## config.mk

```make
export PLATFORM = sky130hd
export DESIGN_NAME = halt_irq_seq
export DESIGN_NICKNAME = d
export VERILOG_FILES = /design/src/rtl/halt_irq_pkg.sv /design/src/rtl/nmi_edge_latch.sv /design/src/rtl/irq_arbiter.sv /design/src/rtl/halt_irq_seq.sv
export SDC_FILE = /design/constraint.sdc
export NUM_CORES = 1
export LEC_CHECK = 0
export BUFFER_PORTS_ARGS = -buffer_cell sky130_fd_sc_hd__buf_2
export CAP_MARGIN = 0
export CORE_AREA = 2 2 39 41
export CTS_BUF_LIST = sky130_fd_sc_hd__clkbuf_8
export DETAILED_ROUTE_END_ITERATION = 6
export DIE_AREA = 0 0 41 43
export PLACE_DENSITY_LB_ADDON = 0.05
export SLEW_MARGIN = 0
export SYNTH_ARGS = -nofsm -noshare
export SYNTH_HDL_FRONTEND = slang
export SYNTH_SLANG_ARGS = --single-unit
```

## constraint.sdc

```tcl
create_clock -name clk -period 3.1 [get_ports clk]
set_input_delay 0.62 -clock clk [delete_from_list [all_inputs] [get_ports clk]]
set_output_delay 0.62 -clock clk [all_outputs]
set_load 0.02 [all_outputs]
```

## src/rtl/halt_irq_pkg.sv

```systemverilog
package halt_irq_pkg;

    typedef struct packed {
        logic        halted;
        logic        iff1;
        logic        iff2;
        logic        ack;
        logic        ack_nmi;
        logic [15:0] vector;
    } seq_state_t;

endpackage

```

## src/rtl/nmi_edge_latch.sv

```systemverilog
module nmi_edge_latch (
    input  logic clk,
    input  logic rst_n,
    input  logic nmi_n_i,
    input  logic consume_i,
    output logic pending_o
);

    typedef struct packed {
        logic prev;
        logic pend;
    } edge_state_t;

    edge_state_t s_d, s_q;

    always_comb begin
        s_d      = s_q;
        s_d.prev = nmi_n_i;
        // a new falling edge always wins over a consume in the same cycle
        s_d.pend = (s_q.prev & ~nmi_n_i) | (s_q.pend & ~consume_i);
    end

    always_ff @(posedge clk or negedge rst_n) begin
        if (!rst_n) begin
            s_q <= '{prev: 1'b1, pend: 1'b0};
        end else begin
            s_q <= s_d;
        end
    end

    assign pending_o = s_q.pend;

endmodule

```

## src/rtl/irq_arbiter.sv

```systemverilog
module irq_arbiter (
    input  logic sample_i,
    input  logic nmi_pend_i,
    input  logic int_n_i,
    input  logic iff1_i,
    input  logic block_i,
    output logic take_nmi_o,
    output logic take_int_o
);

    always_comb begin
        take_nmi_o = sample_i & nmi_pend_i;
        take_int_o = sample_i & ~nmi_pend_i & ~int_n_i & iff1_i & ~block_i;
    end

endmodule

```

## src/rtl/halt_irq_seq.sv

```systemverilog
module halt_irq_seq #(
    parameter int          ADDR_W   = 16,
    parameter logic [15:0] NMI_ADDR = 16'h0066,
    parameter logic [15:0] INT_ADDR = 16'h0038
) (
    input  logic              clk,
    input  logic              rst_n,
    input  logic              fetch_i,
    input  logic              instr_last_i,
    input  logic              halt_exec_i,
    input  logic              ei_i,
    input  logic              di_i,
    input  logic              int_n_i,
    input  logic              nmi_n_i,
    output logic              pc_inc_o,
    output logic              force_nop_o,
    output logic              halt_n_o,
    output logic              ack_req_o,
    output logic              ack_nmi_o,
    output logic              push_ret_o,
    output logic [ADDR_W-1:0] vector_o,
    output logic              iff1_o,
    output logic              iff2_o
);
    import halt_irq_pkg::*;

    seq_state_t st_d, st_q;
    logic       nmi_pend;
    logic       take_nmi;
    logic       take_int;
    logic       ei_di_block;

    assign ei_di_block = ei_i | di_i;

    nmi_edge_latch u_nmi (
        .clk       (clk),
        .rst_n     (rst_n),
        .nmi_n_i   (nmi_n_i),
        .consume_i (take_nmi),
        .pending_o (nmi_pend)
    );

    irq_arbiter u_arb (
        .sample_i   (instr_last_i),
        .nmi_pend_i (nmi_pend),
        .int_n_i    (int_n_i),
        .iff1_i     (st_q.iff1),
        .block_i    (ei_di_block),
        .take_nmi_o (take_nmi),
        .take_int_o (take_int)
    );

    always_comb begin
        st_d         = st_q;
        st_d.ack     = 1'b0;
        st_d.ack_nmi = 1'b0;
        if (instr_last_i) begin
            if (ei_i) begin
                st_d.iff1 = 1'b1;
                st_d.iff2 = 1'b1;
            end else if (di_i) begin
                st_d.iff1 = 1'b0;
                st_d.iff2 = 1'b0;
            end
            if (take_nmi) begin
                st_d.ack     = 1'b1;
                st_d.ack_nmi = 1'b1;
                st_d.halted  = 1'b0;
                st_d.iff2    = st_d.iff1;
                st_d.iff1    = 1'b0;
                st_d.vector  = NMI_ADDR;
            end else if (take_int) begin
                st_d.ack    = 1'b1;
                st_d.halted = 1'b0;
                st_d.iff1   = 1'b0;
                st_d.iff2   = 1'b0;
                st_d.vector = INT_ADDR;
            end else if (halt_exec_i) begin
                st_d.halted = 1'b1;
            end
        end
    end

    always_ff @(posedge clk or negedge rst_n) begin
        if (!rst_n) begin
            st_q <= '0;
        end else begin
            st_q <= st_d;
        end
    end

    assign pc_inc_o    = fetch_i & ~st_q.halted & ~st_q.ack;
    assign force_nop_o = st_q.halted;
    assign halt_n_o    = ~st_q.halted;
    assign ack_req_o   = st_q.ack;
    assign ack_nmi_o   = st_q.ack_nmi;
    assign push_ret_o  = st_q.ack;
    assign vector_o    = st_q.vector[ADDR_W-1:0];
    assign iff1_o      = st_q.iff1;
    assign iff2_o      = st_q.iff2;

endmodule

```

Word-level counts from Yosys, hierarchy flattened
Cells that the tools add are included.
{"block": "totals", "register_bits": 23, "latchBits": 0, "ramBits": 0, "rom_bits": 0, "input_bits": 9, "output_inout_bits": 24, "n_memories": 0}
{"block": "classes", "add_sub_neg": 0, "mul": 0, "n_div": 0, "order_cmp": 0, "n_eq_ne": 0, "shift": 0, "muxes": 10, "n_bitwise": 18, "reduce_logical": 6}
{"operator": "$mux 16", "n": 2}
{"operator": "$mux 18", "n": 1}
{"operator": "$and 1x1->1", "n": 9}
{"operator": "$not 1->1", "n": 7}
{"operator": "$reduce_and 2->1", "n": 3}
{"operator": "$mux 2", "n": 2}
{"operator": "$mux 4", "n": 1}
{"operator": "$reduce_bool 4->1", "n": 1}
{"operator": "$mux 1", "n": 3}
{"operator": "$mux 3", "n": 1}
{"operator": "$reduce_bool 3->1", "n": 1}
{"operator": "$or 1x1->1", "n": 2}
{"operator": "$reduce_bool 2->1", "n": 1}

Logic depth before layout (Yosys ltp)
{"block": "logic_depth", "depth_word": 8, "mapped_depth": 4, "ltp_nobuf": 3}

Hierarchy
Synthesis repeated with hierarchy kept, for this count alone.
{"block": "unflattened", "cells_unflattened": 53, "area_unflattened_um2": 528.0}
{"module": "halt_irq_seq", "instances": 1, "cells_each": 45, "area_per_inst_um2": 435.4, "seq_area_each_um2": 200.2}
{"module": "nmi_edge_latch", "instances": 1, "cells_each": 5, "area_per_inst_um2": 71.3, "seq_area_each_um2": 51.3}
{"module": "irq_arbiter", "instances": 1, "cells_each": 3, "area_per_inst_um2": 21.3, "seq_area_each_um2": 0.0}

Least setup slack after synthesis
Ideal clock, no wire load.
{"block": "synth_path", "path_type": "input to output", "start": "input port fetch_i", "end": "output port pc_inc_o", "arrival_time_ps": 1141, "required_time_ps": 2480, "slack_ps": 1339, "cell_stages": 1, "cell_sequence": "nor3b_1"}
{"block": "synth_between", "elab_chain_len": 2}
{"element": "from (decl)", "line": "halt_irq_seq.sv:8", "source": "input logic fetch_i,"}
{"element": "$and 1x1->1 (2 in series)", "line": "halt_irq_seq.sv:92", "source": "assign pc_inc_o = fetch_i & ~st_q.halted & ~st_q.ack;"}
{"element": "to (decl)", "line": "halt_irq_seq.sv:15", "source": "output logic pc_inc_o,"}
No other way between the ends.

Final worst setup path
Ends and elaborated chain as after synthesis.

==> flow_summary.ini <==
[sta]
fmax_mhz = 605
drv_slew = 0
worst_slack_ns = 1.45
finalSetupViolations = 0
final_hold_viol_count = 0
rsz0062_at_grt = false
timing.setup.tns_ns = 0
skew_ns = 0.00448
fin_crit_sh = 0.533
min_period_ns = 1.65

[grt]
antenna_found_initial = 0
overflow = 0
track_usage = 0.130
grt_pass1_vias = 307
grt_start_max_net_pins = 11
grt_pass1_wl_um = 1340

[detailed_routing]
drt-pass1-iter-count = 4
drt-wirelength-per-cell_um = 10.1
drt-met1-wl_um = 369
drc = 0
drtAntennaViolNets = 0
wl_met3_um = 71
drtIter0Drc = 4
via_count = 368
top_layer = met4
viasPerCell = 4.28
drt_wl_total_um = 869
route.met2.wl_um = 406

[layout]
fin_nets = 80
multi_input_area_um2 = 173
design_area_um2 = 614
drive_above_1_share = 0.400
area_growth_pct = 19.2
antenna_cells = 0
fillCellCount = 152
seqCellArea_um2 = 251

[clock_network]
clock_latency_ns = 0.23
postCtsSetupBuffers = 0
clk_path_buf_depth = 2
cts_buffers = 3
clk_pin_slew_worst_paths_ns = 0.05
clock-sinks = 10
root_buffer = clkbuf_8
cts_tree = built
ctsHoldBuffers = 0
htreeDepth = 1
cts_resized = 0

[synthesis]
syn_area_um2 = 515
synth_area_leaders = dfrtp_1 (44%), buf_4 (20%), dfstp_2 (5.1%)
synth_cell_types = 21
synthMostInstantiatedCell = buf_4
ys_seq_area_frac = 0.488
synth_top_cell_by_area = dfrtp_1
netlist.area_leader.share = 0.437
ys_dominant_reg_cell = dfrtp_1
ys_ff_latch = 10
syn_area_per_cell_um2 = 10.3
async_reset_ff_frac = 1.00
syn_inst = 50
synth_edf_count = 0
yosys_warnings = 0
synth.top_cells.by_count = buf_4 (14), dfrtp_1 (9), inv_1 (4), nor2_1 (4)

[floorplanning]
initial_utilization = 0.373
rows = 14
die_area_um2 = 1760
num_io_pins = 33
die_h_um = 43
core_um2 = 1380
dieWidth_um = 41

[placed_design]
placed_area_um2 = 569
io_buffers = 22
place_ws_ns = 1.45
gp_congestion = 0.693

[power]
pwr-share-clk = 0.373
p_per_area_nw_per_um2 = 592
power.share.sequential = 0.416
vdd_drop_max_mv = 0.264
combPwrFrac = 0.211
internal_power_w = 0.000253
power.switching_w = 0.000110
switching_share = 0.303
leakage_nw = 0.322

[critical_path]
r2r_cells = 3
r2r_slack_ns = 2.03
reg2reg_to = vector_o[5]
worstPathRequired_ns = 2.48
endpoint_kind = output port
setup.worst_path.class = in2out
start_kind = input port
cp.arrival_ns = 1.03
rr_startpoint = iff1_o
critical_path.max_fanout = 1

[hold_path]
hold_path.class = in2async

[job]
maxCapViolCount = 0

[run_status]
outcome = complete, no violations
## how the worst max path moves through the flow
stage	from	end	slack (ns)	depth (start not counted)
floorplan	fetch_i	pc_inc_o	1.34	1
global placement	fetch_i	pc_inc_o	1.46	3
detailed placement	fetch_i	pc_inc_o	1.45	3
CTS	force_nop_o	pc_inc_o	1.45	2
global route	force_nop_o	pc_inc_o	1.37	2
finish	fetch_i	pc_inc_o	1.45	3
## cells in the final DEF (no fill, tap or decap), types with 2 or more instances in the layout
cell,netlist,final
buf_2,1,22
conb_1,1,10
dfrtp_1,9,9
inv_1,4,5
nor2_1,4,4
clkbuf_8,0,3
o22ai_1,2,2
a21oi_1,2,2
## cell families (layout without fill, tap and decap cells)
kind of cell / after synthesis / count (layout) / synth area share
simple gates: 12 / 12 / 0.160
compound gates: 8 / 8 / 0.102
other cells: 1 / 10 / 0.00727
flops: 10 / 10 / 0.488
buf+inv: 19 / 30 / 0.243
## state kept, by name, summed over array words and instances, names as in the netlist
register	cells
u_nmi.s_q	1
ack_req_o	1
force_nop_o	1
ack_nmi_o	1
u_nmi.pending_o	1
iff2_o	1
iff1_o	1
vector_o	3
## per-stage QoR
| step | hold slack (ns) | total power (W) | util | cells |
|---|---|---|---|---|
| global route | 0.240 | 0.000384 | 0.444 | 86 |
| CTS | 0.234 | 0.000371 | 0.444 | 86 |
| floorplan | 0.324 | 0.000217 | - | 59 |
| finish | 0.229 | 0.000364 | 0.444 | 86 |
| global placement | 0.444 | 0.000231 | 0.411 | 82 |
| detailed placement | 0.447 | 0.000230 | 0.411 | 82 |
## power by group through the flow
stage               clock network, W  registers [W]   logic, W
detailed placement                 0       0.000153  0.0000772
finish                      0.000136       0.000151  0.0000766
global route                0.000148       0.000153  0.0000841
floorplan                          0       0.000164  0.0000528
global placement                   0       0.000153  0.0000775
CTS                         0.000142       0.000151  0.0000774
## critical path, cell delays in order
cell	delay [ns]
buf_2	0.07
nor3b_1	0.15
buf_2	0.19
## layout make-up
type / instances / share of cell area
Clock buffer: 3 / 0.0672
Clock inverter: 1 / 0.00611
Inverter: 4 / 0.0244
Multi-Input combinational cell: 30 / 0.281
Sequential cell: 10 / 0.409
Tap cell: 16 / 0.0326
Timing Repair Buffer: 22 / 0.179
## layer usage
metal  vias to the layer above  global-route usage
met1                       169               0.148
met4                         0               0.180
met2                        18               0.150
li1                        179                   -
met3                         2              0.0471
met5                         -                   0
Note: power is estimated with default switching activity, not from simulation.
